`src/rtl/itlb_pkg.sv`:
```
// Shared constants and pure functions for the four-entry instruction TLB.
// Assumes exactly four entries: the recency encoding is defined for four.
package itlb_pkg;
    localparam int N_ENT  = 4;
    localparam int IDX_W  = 2;
    localparam int LRU_W  = 6;
    localparam int SZ_W   = 2;
    localparam int OFS_W  = 10;   // offset width of the smallest page
    localparam int SPAN_W = 10;   // extra offset bits of the largest page

    // Page-number bits that fall inside the page for a size code
    function automatic logic [SPAN_W-1:0] span_mask(input logic [SZ_W-1:0] sz);
        case (sz)
            2'd0:    return 10'h000;
            2'd1:    return 10'h003;
            2'd2:    return 10'h03F;
            default: return 10'h3FF;
        endcase
    endfunction

    // Recency word after marking one entry most recently used
    function automatic logic [LRU_W-1:0] lru_touch(input logic [LRU_W-1:0] cur,
                                                   input logic [IDX_W-1:0] idx);
        logic [LRU_W-1:0] nxt;
        nxt = cur;
        case (idx)
            2'd0: nxt[5:3] = 3'b000;
            2'd1: begin nxt[5] = 1'b1; nxt[2:1] = 2'b00; end
            2'd2: begin nxt[4] = 1'b1; nxt[2] = 1'b1; nxt[0] = 1'b0; end
            default: begin nxt[3] = 1'b1; nxt[1] = 1'b1; nxt[0] = 1'b1; end
        endcase
        return nxt;
    endfunction

    // Victim decode: returns {error, index}
    function automatic logic [IDX_W:0] lru_pick(input logic [LRU_W-1:0] l);
        if (l[5:3] == 3'b111)                return {1'b0, 2'd0};
        else if (!l[5] && l[2:1] == 2'b11)   return {1'b0, 2'd1};
        else if (!l[4] && !l[2] && l[0])     return {1'b0, 2'd2};
        else if (!l[3] && !l[1] && !l[0])    return {1'b0, 2'd3};
        else                                 return {1'b1, 2'd0};
    endfunction
endpackage

```
`src/rtl/itlb_lru_ctrl.sv`:
```
// Holds the 6-bit pairwise recency word and decodes the replacement victim.
// Assumes the caller resolves which entry (if any) is touched each cycle.
module itlb_lru_ctrl
    import itlb_pkg::*;
(
    input  logic             clk,
    input  logic             rst_n,
    input  logic             ld,
    input  logic [LRU_W-1:0] ld_val,
    input  logic             touch,
    input  logic [IDX_W-1:0] touch_idx,
    output logic [LRU_W-1:0] lru_q,
    output logic [IDX_W-1:0] victim,
    output logic             err
);
    // Recency register: load wins over touch
    always_ff @(posedge clk) begin
        if (!rst_n)     lru_q <= '0;
        else if (ld)    lru_q <= ld_val;
        else if (touch) lru_q <= lru_touch(lru_q, touch_idx);
    end

    // Victim and error decode from the current word
    assign {err, victim} = lru_pick(lru_q);
endmodule

```
`src/rtl/itlb_entry_store.sv`:
```
// Four translation entries with per-entry associative compare.
// Assumes VPN_W and PPN_W are at least SPAN_W; a write always makes the entry valid.
module itlb_entry_store
    import itlb_pkg::*;
#(
    parameter int VPN_W  = 22,
    parameter int PPN_W  = 19,
    parameter int ASID_W = 8
) (
    input  logic              clk,
    input  logic              rst_n,
    input  logic              wr_en,
    input  logic [IDX_W-1:0]  wr_idx,
    input  logic [VPN_W-1:0]  wr_vpn,
    input  logic [PPN_W-1:0]  wr_ppn,
    input  logic [ASID_W-1:0] wr_asid,
    input  logic [SZ_W-1:0]   wr_sz,
    input  logic              wr_shared,
    input  logic              wr_user,
    input  logic [VPN_W-1:0]  lk_vpn,
    input  logic              lk_asid_en,
    input  logic [ASID_W-1:0] lk_asid,
    output logic [N_ENT-1:0]  match,
    output logic [N_ENT-1:0]  ent_valid,
    output logic [N_ENT-1:0]  ent_user,
    output logic [VPN_W-1:0]  ent_vpn  [N_ENT],
    output logic [PPN_W-1:0]  ent_ppn  [N_ENT],
    output logic [ASID_W-1:0] ent_asid [N_ENT],
    output logic [SZ_W-1:0]   ent_sz   [N_ENT]
);
    localparam int HI_W = VPN_W - SPAN_W;

    for (genvar g = 0; g < N_ENT; g++) begin : g_ent
        logic              v_q, sh_q, usr_q;
        logic [SZ_W-1:0]   sz_q;
        logic [ASID_W-1:0] asid_q;
        logic [VPN_W-1:0]  vpn_q;
        logic [PPN_W-1:0]  ppn_q;
        logic [VPN_W-1:0]  keep;
        logic              asid_ok;

        // Entry storage: cleared by reset, loaded on a refill aimed here
        always_ff @(posedge clk) begin
            if (!rst_n) begin
                v_q    <= 1'b0;
                sh_q   <= 1'b0;
                usr_q  <= 1'b0;
                sz_q   <= '0;
                asid_q <= '0;
                vpn_q  <= '0;
                ppn_q  <= '0;
            end else if (wr_en && wr_idx == IDX_W'(g)) begin
                v_q    <= 1'b1;
                sh_q   <= wr_shared;
                usr_q  <= wr_user;
                sz_q   <= wr_sz;
                asid_q <= wr_asid;
                vpn_q  <= wr_vpn;
                ppn_q  <= wr_ppn;
            end
        end

        assign keep     = {{HI_W{1'b1}}, ~span_mask(sz_q)};
        assign asid_ok  = sh_q || !lk_asid_en || (asid_q == lk_asid);
        assign match[g] = v_q && asid_ok && (((lk_vpn ^ vpn_q) & keep) == '0);

        assign ent_valid[g] = v_q;
        assign ent_user[g]  = usr_q;
        assign ent_vpn[g]   = vpn_q;
        assign ent_ppn[g]   = ppn_q;
        assign ent_asid[g]  = asid_q;
        assign ent_sz[g]    = sz_q;
    end
endmodule

```
`src/rtl/itlb_hit_sel.sv`:
```
// Resolves the match vector into hit, multiple-hit, index and physical address.
// Assumes PPN_W is at least SPAN_W; outputs are zero when there is no single hit.
module itlb_hit_sel
    import itlb_pkg::*;
#(
    parameter int PPN_W = 19
) (
    input  logic [N_ENT-1:0]        match,
    input  logic [PPN_W-1:0]        ent_ppn [N_ENT],
    input  logic [SZ_W-1:0]         ent_sz  [N_ENT],
    input  logic [N_ENT-1:0]        ent_user,
    input  logic [SPAN_W+OFS_W-1:0] ofs,
    output logic                    hit,
    output logic                    multi,
    output logic [IDX_W-1:0]        idx,
    output logic [PPN_W+OFS_W-1:0]  paddr,
    output logic                    user_ok
);
    logic [IDX_W:0]    n_match;
    logic [SPAN_W-1:0] sm;
    logic [PPN_W-1:0]  hi;

    // Count matches, pick the index and splice the physical address
    always_comb begin
        n_match = '0;
        idx     = '0;
        for (int i = 0; i < N_ENT; i++) begin
            if (match[i]) begin
                n_match = n_match + 1'b1;
                idx     = IDX_W'(i);
            end
        end
        hit   = (n_match == 1);
        multi = (n_match > 1);
        sm    = span_mask(ent_sz[idx]);
        hi    = ent_ppn[idx];
        hi[SPAN_W-1:0] = (hi[SPAN_W-1:0] & ~sm) | (ofs[OFS_W +: SPAN_W] & sm);
        paddr   = hit ? {hi, ofs[OFS_W-1:0]} : '0;
        user_ok = hit && ent_user[idx];
    end
endmodule

```
`src/rtl/itlb4_lru.sv`:
```
// Four-entry fully associative instruction TLB with pairwise LRU refill.
// Lookup is combinational; refills and recency updates act on the next edge.
// Assumes the caller offers a refill only after a miss and handles invalidation.
module itlb4_lru
    import itlb_pkg::*;
#(
    parameter int VPN_W  = 22,
    parameter int PPN_W  = 19,
    parameter int ASID_W = 8
) (
    input  logic                   clk,
    input  logic                   rst_n,
    input  logic                   lk_valid,
    input  logic [VPN_W+OFS_W-1:0] lk_vaddr,
    input  logic                   lk_asid_en,
    input  logic [ASID_W-1:0]      lk_asid,
    output logic                   lk_hit,
    output logic [IDX_W-1:0]       lk_idx,
    output logic                   lk_multi,
    output logic [PPN_W+OFS_W-1:0] lk_paddr,
    output logic                   lk_user_ok,
    input  logic                   rf_valid,
    input  logic [VPN_W-1:0]       rf_vpn,
    input  logic [PPN_W-1:0]       rf_ppn,
    input  logic [ASID_W-1:0]      rf_asid,
    input  logic [SZ_W-1:0]        rf_sz,
    input  logic                   rf_shared,
    input  logic                   rf_user_ok,
    output logic [IDX_W-1:0]       rf_victim,
    output logic                   inval_req,
    output logic [VPN_W-1:0]       inval_vpn,
    input  logic                   lru_ld,
    input  logic [LRU_W-1:0]       lru_ld_val,
    output logic [LRU_W-1:0]       lru_bits,
    output logic                   lru_err,
    input  logic [IDX_W-1:0]       ma_sel,
    output logic                   ma_valid,
    output logic [VPN_W-1:0]       ma_vpn,
    output logic [ASID_W-1:0]      ma_asid
);
    logic [N_ENT-1:0]  match, ent_valid, ent_user;
    logic [VPN_W-1:0]  ent_vpn  [N_ENT];
    logic [PPN_W-1:0]  ent_ppn  [N_ENT];
    logic [ASID_W-1:0] ent_asid [N_ENT];
    logic [SZ_W-1:0]   ent_sz   [N_ENT];
    logic              refill_go, touch;
    logic [IDX_W-1:0]  touch_idx;

    // Refill is accepted only when the recency word names a victim
    assign refill_go = rf_valid && !lru_err;
    assign touch     = refill_go || (lk_valid && lk_hit);
    assign touch_idx = refill_go ? rf_victim : lk_idx;

    itlb_lru_ctrl u_lru (
        .clk       (clk),
        .rst_n     (rst_n),
        .ld        (lru_ld),
        .ld_val    (lru_ld_val),
        .touch     (touch),
        .touch_idx (touch_idx),
        .lru_q     (lru_bits),
        .victim    (rf_victim),
        .err       (lru_err)
    );

    itlb_entry_store #(.VPN_W(VPN_W), .PPN_W(PPN_W), .ASID_W(ASID_W)) u_store (
        .clk        (clk),
        .rst_n      (rst_n),
        .wr_en      (refill_go),
        .wr_idx     (rf_victim),
        .wr_vpn     (rf_vpn),
        .wr_ppn     (rf_ppn),
        .wr_asid    (rf_asid),
        .wr_sz      (rf_sz),
        .wr_shared  (rf_shared),
        .wr_user    (rf_user_ok),
        .lk_vpn     (lk_vaddr[VPN_W+OFS_W-1:OFS_W]),
        .lk_asid_en (lk_asid_en),
        .lk_asid    (lk_asid),
        .match      (match),
        .ent_valid  (ent_valid),
        .ent_user   (ent_user),
        .ent_vpn    (ent_vpn),
        .ent_ppn    (ent_ppn),
        .ent_asid   (ent_asid),
        .ent_sz     (ent_sz)
    );

    itlb_hit_sel #(.PPN_W(PPN_W)) u_sel (
        .match    (match),
        .ent_ppn  (ent_ppn),
        .ent_sz   (ent_sz),
        .ent_user (ent_user),
        .ofs      (lk_vaddr[SPAN_W+OFS_W-1:0]),
        .hit      (lk_hit),
        .multi    (lk_multi),
        .idx      (lk_idx),
        .paddr    (lk_paddr),
        .user_ok  (lk_user_ok)
    );

    // Displaced-page notice for the refill in flight
    assign inval_req = refill_go && ent_valid[rf_victim];
    assign inval_vpn = inval_req ? ent_vpn[rf_victim] : '0;

    // Array view of one entry
    assign ma_valid = ent_valid[ma_sel];
    assign ma_vpn   = ent_vpn[ma_sel];
    assign ma_asid  = ent_asid[ma_sel];
endmodule

```
`config.mk`:
```
export PLATFORM = sky130hd
export DESIGN_NAME = itlb4_lru
export DESIGN_NICKNAME = d
export VERILOG_FILES = /design/src/rtl/itlb_pkg.sv /design/src/rtl/itlb_lru_ctrl.sv /design/src/rtl/itlb_entry_store.sv /design/src/rtl/itlb_hit_sel.sv /design/src/rtl/itlb4_lru.sv
export SDC_FILE = /design/constraint.sdc
export NUM_CORES = 1
export LEC_CHECK = 0
export ABC_AREA = 1
export BUFFER_PORTS_ARGS = -buffer_cell sky130_fd_sc_hd__buf_2
export CORE_ASPECT_RATIO = 0.5
export CORE_MARGIN = 10
export CORE_UTILIZATION = 45
export DETAILED_ROUTE_END_ITERATION = 16
export PLACE_DENSITY = 0.77
export SETUP_SLACK_MARGIN = 0.05
export SLEW_MARGIN = 40
export SYNTH_ARGS = -nofsm -noshare
export SYNTH_HDL_FRONTEND = slang
export SYNTH_HIERARCHICAL = 1
export SYNTH_SLANG_ARGS = --single-unit
```
`constraint.sdc`:
```
create_clock -name clk -period 3.4 [get_ports clk]
set_clock_uncertainty 0.15 [all_clocks]
set_input_delay 0.17 -clock clk [delete_from_list [all_inputs] [get_ports clk]]
set_output_delay 0.17 -clock clk [all_outputs]
set_load 0.05 [all_outputs]
```
==> results.tsv <==
stage	metric	value	unit
status	outcome	complete, but fails checks	
status	failing checks	setup timing	
logic_synthesis	most frequent cell after synthesis	nand2_1	
sta	Tmin final	3.87	ns
layout	Finished Cell Area	16800	µm²
worst_setup_path	critical path data arrival time	3.55	ns
floorplanning	Die Width	262	µm
sta	final setup fails	38	
layout	share of cells above drive strength 1	17.8	%
clock_tree	Reg clk slew, reported paths	0.07	ns
logic_synthesis	cell taking the most area after synthesis	dfxtp_1	
sta	Slew Limit Fails	0	
logic_synthesis	sequential share of the synthesized area	33.6	%
layout	area grow syn2layout	26.8	%
worst_setup_path	Worst Path Max Fanout	4	
layout	fin cells	2883	
global_routing	vias in the first global route	14100	
worst_setup_path	CP required	3.08	ns
logic_synthesis	Mapped Cells	2241	
clock_tree	Clock Tree Buf Depth	3	
logic_synthesis	Synth warnings	6	
logic_synthesis	Mean Syn Cell Area	5.90	µm²
logic_synthesis	most frequent cells after synthesis	568 x nand2_1, 359 x nor2_1, 282 x inv_1	
power	IR Drop Worst-Case VDD	0.000355	V
logic_synthesis	Post-synth EDFFs	0	
sta	RSZ-0062 raised after global routing	true	
place	GPL Wtd Cong	0.916	
floorplanning	Starting Density	45.7	%
routing	final wirelength	47400	µm
sta	Slew @ Worst Pin	0.943	ns
power	PwrDens	445	nW/µm²
routing	drt wl/cell	16.4	µm
routing	routed vias/inst	5.29	
routing	DRC	0	
routing	Routed Antenna Nets	0	
power	Leak	7.82	nW
logic_synthesis	Netlist cell types	32	
clock_tree	H-Tree Depth	1	
worst_setup_path	CP startpoint kind	flip-flop	
worst_hold_path	Worst Hold Class	input port to flip-flop	
floorplanning	io pins	204	
layout	fin util	57.9	%
worst_setup_path	Buf/Inv on CP	5	
place	dpl hpwl	30700	µm
global_routing	total congestion overflow	0	
sta	fin crit share	114	%
logic_synthesis	Post-Syn Nets	2355	
routing	Detailed Routing Iterations Pass 1	6	
worst_setup_path	Slowest cell on crit path	dfxtp_2	
clock_tree	CTS root buffer	clkbuf_16	
global_routing	Total GRT Usage	23.7	%
global_routing	initial antenna violation count	4	
logic_synthesis	main area contributors after synthesis	dfxtp_1 34%, nand2_1 16%, nor2_1 10%, o21ai_0 9.9%, inv_1 8.0%	
sta	fmax	258	MHz
global_routing	first-pass GRT wire length	73500	µm
worst_setup_path	Crit. End Element	primary output	
clock_tree	# clock sinks	222	
routing	via count	15200	
clock_tree	CTS buffer count	23	
logic_synthesis	Synth async-reset ratio	0	%
sta	Final Hold Fails	0	
sta	Slew headroom	37.1	%
place	DP Area	14900	µm²
place	Placed Cells	2764	
logic_synthesis	Synth top area share	33.6	%
routing	drt initial violations	1713	
worst_setup_path	most used cell, CP	nand2_1	
global_routing	largest net degree at the start of global routing	218	
sta	fin worst setup slack	-0.473	ns
place	input/output buffers	203	
floorplanning	Die Y	141	µm
logic_synthesis	Main synth FF type	dfxtp_1	
worst_setup_path	CP max stage delay	0.32	ns
floorplanning	core footprint	29000	µm²
sta	worst hold margin	0.108	ns
floorplanning	Die Area	37100	µm²
clock_tree	clock latency on the worst-skew pair	0.53	ns
flow_run	number of max-cap violations	0	
layout	Final #Nets	2587	
worst_setup_path	Crit path max-delay family	simple AND/OR/NAND/NOR gates	
clock_tree	TritonCTS clock tree	yes	
logic_synthesis	Yosys reg bits	222	
worst_setup_path	crit-path cells	buf_4 > nand2_1 > nand2_1 > nor2_1 > nand2_1 > nor2_2 > nand3_2 > nor2_4 > buf_4 > buf_4 > ha_2 > nand2_1 > o21ai_2 > ha_4 > nand2_1 > xnor2_2 > nand2_4 > nor2_4 > buf_4 > nand2_2 > nor2_4 > buf_6	
logic_synthesis	Synth Cell Area	13200	µm²
floorplanning	# rows	44	
worst_setup_path	critical path type	flip-flop to primary output	
[power by group]
| part | leakage [nW] | switching, mW | total, mW | internal [mW] |
|---|---|---|---|---|
| clock | 0.375 | 1.11 | 2.57 | 1.46 |
| sequential | 1.82 | 0.165 | 2.99 | 2.83 |
| combinational | 5.63 | 1.28 | 1.89 | 0.614 |
[placed cells by master, fill, tap and decap left out, types with 27 or more instances in the layout]
cell,netlist,final
buf_4,15,69
buf_2,47,170
o21ai_0,262,262
inv_1,282,275
a21oi_1,184,173
xnor2_1,30,27
dlygate4sd3_1,0,65
o21ai_1,51,48
dfxtp_1,222,197
nand3_1,81,77
nor2_1,359,331
nand2_1,568,558
[path summary, 6_finish.rpt]
| check | startpoint | end | slack, ns | cells past startpoint |
|---|---|---|---|---|
| setup / recovery | u_store/g_ent[0].vpn_q[19] | lk_paddr[11] | -0.47 | 22 |
| hold / removal | rst_n | u_store/g_ent[3].asid_q[7] | 0.11 | 4 |
| hold reg to reg | u_store/g_ent[3].ppn_q[5] | u_store/g_ent[3].ppn_q[5] | 0.30 | 2 |
| setup reg to reg | u_store/g_ent[0].vpn_q[19] | u_lru/lru_q[4] | -0.20 | 25 |
[flip-flops by register name, indices dropped and copies added (netlist names)]
name	count
u_store/g_ent.vpn_q	88
u_store/g_ent.sz_q	8
u_store/g_ent.sh_q	4
u_store/g_ent.v_q	4
u_store/g_ent.ppn_q	76
u_lru/lru_q	6
u_store/g_ent.usr_q	4
u_store/g_ent.asid_q	32
[through the flow]
step | setup WS [ns] | TNS (ns) | total power, mW
after CTS | -0.304 | -6.87 | 7.40
after detailed placement | -0.0695 | -0.428 | 4.80
after floorplan | -0.109 | -0.538 | 4.27
after global routing | -0.585 | -17.03 | 7.79
after global placement | -0.0646 | -0.254 | 4.77
final | -0.473 | -13.18 | 7.46
[repair_timing]
action | 4_1_cts | 5_1_grt
gates resized for setup | 89 | 42
setup endpoints to repair | 38 | 42
endpoints found under the hold margin | 218 | 0
hold buffers | 65 | 0
setup buffers | 5 | 5
pin swaps | 7 | 21
[worst register-to-register path, cell delays in order, from the launching register on]
cell	delay, ns
dfxtp_2	0.32
buf_4	0.13
nand2_1	0.07
nand2_1	0.06
nor2_1	0.10
nand2_1	0.07
nor2_2	0.12
nand3_2	0.16
nor2_4	0.18
inv_2	0.06
ha_4	0.26
xnor2_4	0.19
inv_2	0.07
ha_4	0.27
nor2_4	0.04
o21bai_4	0.18
nand2_4	0.09
nor2_4	0.06
buf_4	0.15
buf_4	0.13
nand2_2	0.08
nand2_4	0.08
a21oi_1	0.30
nand2_1	0.08
nand2_1	0.07
nor2_1	0.04
[per-layer routing]
metal  routed length [µm]  GRT usage, %  part of all wire, %
met5                    0             0                    0
met4                 1650          8.62                  3.5
met3                 3560          2.80                  7.5
met2                22500          41.3                   47
met1                19700          29.7                   42
[final cells by class]
type	instances	area, µm²
clock inverter	9	82.6
fill	2745	12200
timing repair buffer	342	2540
inverter	302	1140
multi-input combinational	1582	7370
clock buffer	32	669
sequential	222	4480
tap	391	489
antenna	3	7.51
[cells by family after synthesis]
family | Yosys count | synth area share [%]
AOI/OAI and AO/OA | 513 | 19.7
xor gates and xnor gates | 32 | 2.12
adders and majority gates | 7 | 0.662
buffers and inverters | 437 | 13.4
DFF | 222 | 33.6
and+or+nand+nor | 1030 | 30.5
Note: power is estimated with default switching activity, not from simulation.
